===== config.mk =====
export PLATFORM = sky130hd
export DESIGN_NAME = phy_cfg_seq
export DESIGN_NICKNAME = d
export VERILOG_FILES = /design/src/rtl/phy_cfg_pkg.sv /design/src/rtl/phy_cfg_tmr.sv /design/src/rtl/phy_cfg_item.sv /design/src/rtl/phy_cfg_seq.sv
export SDC_FILE = /design/constraint.sdc
export NUM_CORES = 1
export LEC_CHECK = 0
export ABC_AREA = 1
export CORE_ASPECT_RATIO = 0.5
export CORE_UTILIZATION = 42
export CTS_BUF_LIST = sky130_fd_sc_hd__clkbuf_8
export DETAILED_ROUTE_END_ITERATION = 12
export PLACE_DENSITY = 0.84
export SLEW_MARGIN = 20
export SYNTH_ARGS = -nofsm -noshare
export SYNTH_HDL_FRONTEND = slang
export SYNTH_SLANG_ARGS = --single-unit

===== constraint.sdc =====
create_clock -name clk -period 3.26 [get_ports clk]
set_clock_uncertainty 0.1 [all_clocks]
set_input_delay 0.326 -clock clk [delete_from_list [all_inputs] [get_ports clk]]
set_output_delay 0.326 -clock clk [all_outputs]
set_load 0.02 [all_outputs]

===== src/rtl/phy_cfg_pkg.sv =====
package phy_cfg_pkg;
   typedef enum logic [2:0] {
      ST_IDLE, ST_CLR, ST_WR, ST_PW1, ST_PW2, ST_PW3, ST_POLL
   } seq_st_e;

   typedef enum logic [1:0] {
      GR_CLK, GR_LANE, GR_CFG
   } grp_e;

   localparam logic [1:0] TP_REST  = 2'd0;
   localparam logic [1:0] TP_CLEAR = 2'd1;
   localparam logic [1:0] TP_STB   = 2'd2;
   localparam int         FLAG_BIT = 16;
endpackage


===== src/rtl/phy_cfg_tmr.sv =====
module phy_cfg_tmr #(
   parameter int TW = 8
) (
   input  logic          clk,
   input  logic          rst_n,
   input  logic          load,
   input  logic [TW-1:0] ld_val,
   output logic          zero
);
   logic [TW-1:0] cnt;

   always_ff @(posedge clk or negedge rst_n) begin
      if (!rst_n)          cnt <= '0;
      else if (load)       cnt <= ld_val;
      else if (cnt != '0)  cnt <= cnt - 1'b1;
   end

   assign zero = (cnt == '0);
endmodule


===== src/rtl/phy_cfg_item.sv =====
module phy_cfg_item
   import phy_cfg_pkg::*;
#(
   parameter int ADDR_W      = 8,
   parameter int VAL_W       = 8,
   parameter int N_CLK       = 5,
   parameter int N_LANE      = 7,
   parameter int N_CFG       = 6,
   parameter int IDX_W       = 3,
   parameter int LN_W        = 3,
   parameter int LANE_STRIDE = 64,
   localparam int N_ENT      = N_CLK + N_LANE + N_CFG,
   localparam int EW         = $clog2(N_ENT)
) (
   input  grp_e                    grp,
   input  logic [IDX_W-1:0]        idx,
   input  logic [LN_W-1:0]         lane,
   input  logic [N_ENT*ADDR_W-1:0] tbl_addr,
   input  logic [N_ENT*VAL_W-1:0]  tbl_val,
   output logic [ADDR_W-1:0]       addr,
   output logic [VAL_W-1:0]        val,
   output logic                    last
);
   logic [ADDR_W-1:0] ta [N_ENT];
   logic [VAL_W-1:0]  tv [N_ENT];

   for (genvar g = 0; g < N_ENT; g++) begin : g_unpack
      assign ta[g] = tbl_addr[g*ADDR_W +: ADDR_W];
      assign tv[g] = tbl_val[g*VAL_W +: VAL_W];
   end

   logic [EW-1:0]     ent;
   logic [ADDR_W-1:0] lane_off;

   always_comb begin
      unique case (grp)
         GR_CLK:  begin ent = EW'(idx);                  last = (idx == IDX_W'(N_CLK - 1));  end
         GR_LANE: begin ent = EW'(idx) + EW'(N_CLK);     last = (idx == IDX_W'(N_LANE - 1)); end
         default: begin ent = EW'(idx) + EW'(N_CLK + N_LANE); last = (idx == IDX_W'(N_CFG - 1)); end
      endcase
      lane_off = (grp == GR_LANE) ? ADDR_W'(lane) * ADDR_W'(LANE_STRIDE) : '0;
      addr     = ta[ent] + lane_off;
      val      = tv[ent];
   end
endmodule


===== src/rtl/phy_cfg_seq.sv =====
module phy_cfg_seq
   import phy_cfg_pkg::*;
#(
   parameter int ADDR_W      = 8,
   parameter int VAL_W       = 8,
   parameter int BUS_W       = 32,
   parameter int PRESC_W     = 4,
   parameter int MAX_LANES   = 4,
   parameter int N_CLK       = 5,
   parameter int N_LANE      = 7,
   parameter int N_CFG       = 6,
   parameter int LANE_STRIDE = 64,
   parameter int WAIT_SHORT  = 100,
   parameter int WAIT_LONG   = 100000,
   parameter int POLL_GAP    = 100,
   parameter int MAX_POLL    = 100,
   parameter int STAT_W      = 8,
   parameter logic [STAT_W-1:0] HIT_MASK = STAT_W'(5),
   localparam int N_ENT      = N_CLK + N_LANE + N_CFG,
   localparam int LN_W       = $clog2(MAX_LANES + 1),
   localparam int GMAX       = (N_CLK > N_LANE) ? ((N_CLK > N_CFG) ? N_CLK : N_CFG)
                                                : ((N_LANE > N_CFG) ? N_LANE : N_CFG),
   localparam int IDX_W      = $clog2(GMAX),
   localparam int TMAX_A     = (WAIT_LONG > WAIT_SHORT) ? WAIT_LONG : WAIT_SHORT,
   localparam int TMAX_B     = (TMAX_A > POLL_GAP) ? TMAX_A : POLL_GAP,
   localparam int TMAX       = (TMAX_B > (1 << PRESC_W) + 1) ? TMAX_B : (1 << PRESC_W) + 1,
   localparam int TW         = $clog2(TMAX + 1),
   localparam int PW         = $clog2(MAX_POLL + 1)
) (
   input  logic                    clk,
   input  logic                    rst_n,
   input  logic                    start,
   input  logic                    shut_req,
   input  logic [LN_W-1:0]         lanes,
   input  logic [PRESC_W-1:0]      presc,
   input  logic [N_ENT*ADDR_W-1:0] tbl_addr,
   input  logic [N_ENT*VAL_W-1:0]  tbl_val,
   input  logic [STAT_W-1:0]       phy_stat,
   output logic [1:0]              tp_ctrl,
   output logic [BUS_W-1:0]        tp_data,
   output logic                    phy_rstz,
   output logic                    phy_unshut,
   output logic                    phy_clken,
   output logic                    done,
   output logic                    timeout
);
   if (BUS_W <= FLAG_BIT)       begin : g_bad_bus  $error("BUS_W must exceed the flag bit"); end
   if (ADDR_W > FLAG_BIT)       begin : g_bad_addr $error("ADDR_W must stay below the flag bit"); end
   if (VAL_W > BUS_W)           begin : g_bad_val  $error("VAL_W wider than the bus"); end
   if (WAIT_SHORT < 1 || WAIT_LONG < 1 || POLL_GAP < 1 || MAX_POLL < 1)
                                begin : g_bad_wait $error("waits and poll count must be positive"); end

   localparam logic [BUS_W-1:0] FLAG = BUS_W'(1) << FLAG_BIT;

   seq_st_e           st;
   grp_e              grp;
   logic [2:0]        beat;
   logic [IDX_W-1:0]  idx;
   logic [LN_W-1:0]   lane, nl;
   logic [PRESC_W-1:0] presc_q;
   logic [2:0]        lines;   // {rstz, unshut, clken}
   logic [PW-1:0]     att;
   logic              tz, ld;
   logic [TW-1:0]     ldv, beat_len;
   logic [ADDR_W-1:0] it_addr;
   logic [VAL_W-1:0]  it_val;
   logic              it_last, wr_fin, hit;
   logic [LN_W-1:0]   lanes_eff;

   // lane-count clamp; a single-lane build needs no compare logic
   if (MAX_LANES == 1) begin : g_one_lane
      assign lanes_eff = LN_W'(1);
   end else begin : g_clamp
      assign lanes_eff = (lanes == '0) ? LN_W'(1) :
                         (lanes > LN_W'(MAX_LANES)) ? LN_W'(MAX_LANES) : lanes;
   end

   phy_cfg_tmr #(.TW(TW)) u_tmr (
      .clk(clk), .rst_n(rst_n), .load(ld), .ld_val(ldv), .zero(tz)
   );

   phy_cfg_item #(
      .ADDR_W(ADDR_W), .VAL_W(VAL_W), .N_CLK(N_CLK), .N_LANE(N_LANE), .N_CFG(N_CFG),
      .IDX_W(IDX_W), .LN_W(LN_W), .LANE_STRIDE(LANE_STRIDE)
   ) u_item (
      .grp(grp), .idx(idx), .lane(lane), .tbl_addr(tbl_addr), .tbl_val(tbl_val),
      .addr(it_addr), .val(it_val), .last(it_last)
   );

   assign beat_len = TW'(presc_q) + TW'(1);
   assign wr_fin   = (beat == 3'd5) && it_last && (grp == GR_CFG);
   assign hit      = |(phy_stat & HIT_MASK);

   always_comb begin
      ld  = 1'b0;
      ldv = '0;
      case (st)
         ST_IDLE: if (start) begin ld = 1'b1; ldv = TW'(presc) + TW'(1); end
         ST_CLR:  if (tz) begin ld = 1'b1; ldv = beat_len; end
         ST_WR:   if (tz) begin ld = 1'b1; ldv = wr_fin ? TW'(WAIT_SHORT - 1) : beat_len; end
         ST_PW1:  if (tz) begin ld = 1'b1; ldv = TW'(WAIT_SHORT - 1); end
         ST_PW2:  if (tz) begin ld = 1'b1; ldv = TW'(WAIT_LONG - 1); end
         ST_PW3:  if (tz) begin ld = 1'b1; ldv = '0; end
         ST_POLL: if (tz) begin ld = 1'b1; ldv = TW'(POLL_GAP - 1); end
         default: ;
      endcase
   end

   always_ff @(posedge clk or negedge rst_n) begin
      if (!rst_n) begin
         st <= ST_IDLE; grp <= GR_CLK; beat <= '0; idx <= '0; lane <= '0;
         nl <= LN_W'(1); presc_q <= '0; lines <= '0; att <= '0;
         done <= 1'b0; timeout <= 1'b0;
      end else begin
         done <= 1'b0;
         if (shut_req) begin
            st    <= ST_IDLE;
            lines <= '0;
         end else begin
            case (st)
               ST_IDLE: if (start) begin
                  st <= ST_CLR; beat <= '0; lines <= '0; timeout <= 1'b0;
                  nl <= lanes_eff; presc_q <= presc;
               end
               ST_CLR: if (tz) begin
                  if (beat == 3'd2) begin
                     st <= ST_WR; beat <= '0; grp <= GR_CLK; idx <= '0; lane <= '0;
                  end else beat <= beat + 3'd1;
               end
               ST_WR: if (tz) begin
                  if (beat != 3'd5) beat <= beat + 3'd1;
                  else begin
                     beat <= '0;
                     if (!it_last) idx <= idx + 1'b1;
                     else begin
                        idx <= '0;
                        case (grp)
                           GR_CLK:  grp <= GR_LANE;
                           GR_LANE: if (lane == nl - 1'b1) grp <= GR_CFG;
                                    else lane <= lane + 1'b1;
                           default: begin st <= ST_PW1; lines <= 3'b001; end
                        endcase
                     end
                  end
               end
               ST_PW1: if (tz) begin st <= ST_PW2; lines <= 3'b011; end
               ST_PW2: if (tz) begin st <= ST_PW3; lines <= 3'b111; end
               ST_PW3: if (tz) begin st <= ST_POLL; att <= '0; end
               ST_POLL: if (tz) begin
                  if (hit) begin
                     done <= 1'b1; st <= ST_IDLE;
                  end else if (att == PW'(MAX_POLL - 1)) begin
                     done <= 1'b1; timeout <= 1'b1; st <= ST_IDLE;
                  end else att <= att + 1'b1;
               end
               default: st <= ST_IDLE;
            endcase
         end
      end
   end

   always_comb begin
      tp_ctrl = TP_REST;
      tp_data = '0;
      if (st == ST_CLR) begin
         tp_ctrl = (beat == 3'd1) ? TP_CLEAR : TP_REST;
      end else if (st == ST_WR) begin
         tp_ctrl = (beat == 3'd1 || beat == 3'd4) ? TP_STB : TP_REST;
         tp_data = (beat < 3'd3) ? (FLAG | BUS_W'(it_addr)) : BUS_W'(it_val);
      end
   end

   assign phy_clken  = lines[0];
   assign phy_unshut = lines[1];
   assign phy_rstz   = lines[2];
endmodule


==> flow_metrics.tcl <==
set metrics [dict create \
    max_stage_delay_ns 0.43 \
    yosys.area.top_type_share_pct 19.8 \
    stdcell_area_mm2 0.0103 \
    clkLatencyLatePin_ns 0.30 \
    worst_hold_slack_ns 0.405 \
    io_buffers 316 \
    first_pass_iters 6 \
    ant_nets 0 \
    avgSynthCellArea_um2 5.70 \
    ys_seq_area_share_pct 18.8 \
    relSlewSlack_pct 32.7 \
    syn_inst 1168 \
    grt_pass1_wl_mm 40.7 \
    synth.most_common_cell "nand2_1" \
    drv_cap 0 \
    route.vias.total 8877 \
    netlist_area_mm2 0.00666 \
    use_met3_pct 3.17 \
    start_util_pct 43.1 \
    routedWlPerCell_um 14.9 \
    synth-edff-count 0 \
    yosysWarnings 0 \
    p_leak_uw 0.00487 \
    gr-usage-met1_pct 37.7 \
    worstSetupPathType "register to primary output" \
    die_h_um 91.1 \
    drive_above_1_share_pct 7.66 \
    ios 346 \
    core_area_mm2 0.0155 \
    ys_async_sr_fraction_pct 100 \
    post_synth_num_cell_types 48 \
    vias_per_cell 5.25 \
    cts_max_level 2 \
    status "finished, final reports clean" \
    area_growth_pct 55.1 \
    hpwl_mm 20.2 \
    synth_ff_type "dfrtp_1" \
    finalSetupViolCount 0 \
    final_nets 1809 \
    grt_pass1_vias 8325 \
    drcViolationCount 0 \
    tightest_slew_ns 1.01 \
    synthTopCellsByCount "351 x nand2_1, 178 x nand3_1, 110 x nor2_1, 105 x inv_1, 76 x o21ai_0" \
    rsz0062_at_grt "yes" \
    synth_top_area_cell "nand2_1" \
    dpl_cell_area_mm2 0.0101 \
    numCtsBuffers 5 \
    final_max_slew_viol_count 0 \
    place_inst 1676 \
    grt_overflow 0 \
    ys_ff_latch 50 \
    cp_common_cell "nand3_1" \
    grt_max_degree 58 \
    hold_path.class "register to register" \
    arrival_ns 2.73 \
    cp_slowest_cell "dfrtp_1" \
    cts-root-buf "clkbuf_8" \
    final_hold_viol_count 0 \
    die_area_mm2 0.0164 \
    finalNonFillerCells 1692 \
    fin_setup_tns_ns 0 \
    peakVddDrop_uv 426 \
    crit_fanout 5 \
    fin_crit_sh_pct 96.7 \
    fin_crit_ns 3.15 \
    required_ns 2.83 \
    drtIter0Drc 547 \
    num_antenna_cells 0 \
    top_usage_layer "met2" \
    critPathCaptureType "primary output" \
    clk_pin_slew_ns 0.09 \
    post-route-util_pct 66.9 \
    p_per_area_mw_per_mm2 784 \
    tritoncts "built" \
    grt_util_met2_pct 54.0 \
    start_kind "register" \
    track_usage_pct 30.0 \
    cts.sinks 50 \
    cts_max_path_buffers 2 \
    worstPathCellList "ha_4 > nand3_2 > nand2_4 > buf_4 > nand3_1 > nand3_1 > nand3_1 > nand3_1 > o21ai_0 > ha_1 > inv_1 > xor2_1 > inv_1 > nand3_1 > nand3_2 > nand2_2 > inv_1 > buf_2" \
    globalplace.congestion 0.964 \
    wl_mm 25.3 \
    synth.area.top_cells "nand2_1 20%, dfrtp_1 18%, nand3_1 13%" \
    antenna_found_initial 0 \
    rows 32 \
    fmax_ghz 0.317 \
    die_w_um 180 \
]
[through the flow]
step                      total power (uW)  setup slack, ns
after floorplan                       5480            0.331
after global placement                7280          -0.0300
after detailed placement              7450          -0.0876
after CTS                             7880          -0.0299
after global routing                  8940          -0.0634
final                                 8100            0.109
[layout make-up]
type	count	area (um^2)
clock buffer	5	68.8
clock inverter	2	10.0
fill	1373	5120
inverter	111	427
multi-input combinational	948	4650
sequential	50	1250
tap	204	255
timing repair buffer	372	3670
[layer usage]
metal | vias up | part of all wire [%]
li1 | 4382 | -
met1 | 4101 | 42
met2 | 335 | 50
met3 | 59 | 5.6
met4 | 0 | 2.7
met5 | - | 0
[final timing paths]
| kind | cells after the start | start | to | slack, ns |
|---|---|---|---|---|
| max in group asynchronous | 2 | rst_n | grp[0]$_DFFE_PN0P_ | 2.11 |
| worst min register to register | 1 | u_tmr.cnt[14]$_DFFE_PN0P_ | u_tmr.cnt[14]$_DFFE_PN0P_ | 0.40 |
| worst min-delay path | 1 | u_tmr.cnt[14]$_DFFE_PN0P_ | u_tmr.cnt[14]$_DFFE_PN0P_ | 0.40 |
| min in group asynchronous | 2 | rst_n | u_tmr.cnt[8]$_DFFE_PN0P_ | 0.47 |
| worst max register to register | 10 | st[1]$_DFFE_PN0P_ | nl[0]$_DFFE_PN1P_ | 0.74 |
| worst max-delay path | 18 | idx[0]$_DFFE_PN0P_ | tp_data[7] | 0.11 |
[cells in the final DEF (no fill, tap or decap), types with 12 or more instances in the layout]
| cell | synthesis | layout |
|---|---|---|
| a21oi_1 | 35 | 35 |
| buf_4 | 32 | 45 |
| clkdlybuf4s50_1 | 0 | 307 |
| conb_1 | 1 | 23 |
| dfrtp_1 | 49 | 47 |
| ha_1 | 14 | 13 |
| inv_1 | 105 | 104 |
| mux2i_1 | 12 | 12 |
| nand2_1 | 351 | 346 |
| nand3_1 | 178 | 174 |
| nor2_1 | 110 | 110 |
| nor3_1 | 15 | 15 |
| o211ai_1 | 12 | 12 |
| o21ai_0 | 76 | 75 |
| o21ai_1 | 20 | 21 |
| or2_1 | 23 | 23 |
| or2_2 | 12 | 12 |
[kinds of logic after synthesis]
kind of cell | Yosys count | share of synthesized area [%]
and+or+nand+nor | 718 | 46.9
other | 1 | 0.0563
adders and majority gates | 14 | 2.63
AOI/OAI and AO/OA | 163 | 13.5
DFF | 50 | 18.8
muxes | 13 | 1.97
xor gates and xnor gates | 17 | 2.24
buffers and inverters | 192 | 13.9
[sequential cells by signal, indices dropped and copies added, names as in the netlist]
| signal | count |
|---|---|
| presc_q | 4 |
| u_tmr.cnt | 17 |
| lines | 3 |
| att | 7 |
| beat | 3 |
| lane | 3 |
| idx | 3 |
| timeout | 1 |
| done | 1 |
| grp | 2 |
| st | 3 |
| nl | 3 |
[power breakdown]
group,internal (uW),total (uW),switching [uW]
registers,819,999,180
logic,2720,6760,4040
clock network,144,342,198
total,3680,8100,4420
[worst max-delay path, delay by kind of cell, from the launching register on]
kind / cells / cell delay, ns
xor gates and xnor gates: 1 / 0.17
DFF: 1 / 0.43
adders and majority gates: 2 / 0.49
and+or+nand+nor: 9 / 0.82
AOI/OAI and AO/OA: 1 / 0.09
buffers and inverters: 5 / 0.44
[what timing repair did]
action | 4_1_cts | 5_1_grt
cloned | 0 | 0
setup buffers | 1 | 7
hold buffers | 0 | 1
pin swaps | 2 | 3
endpoints found under the setup margin | 8 | 9
hold endpoints to repair | 0 | 34
resized for setup | 20 | 24
No activity file was read; power rests on OpenSTA's default activity.
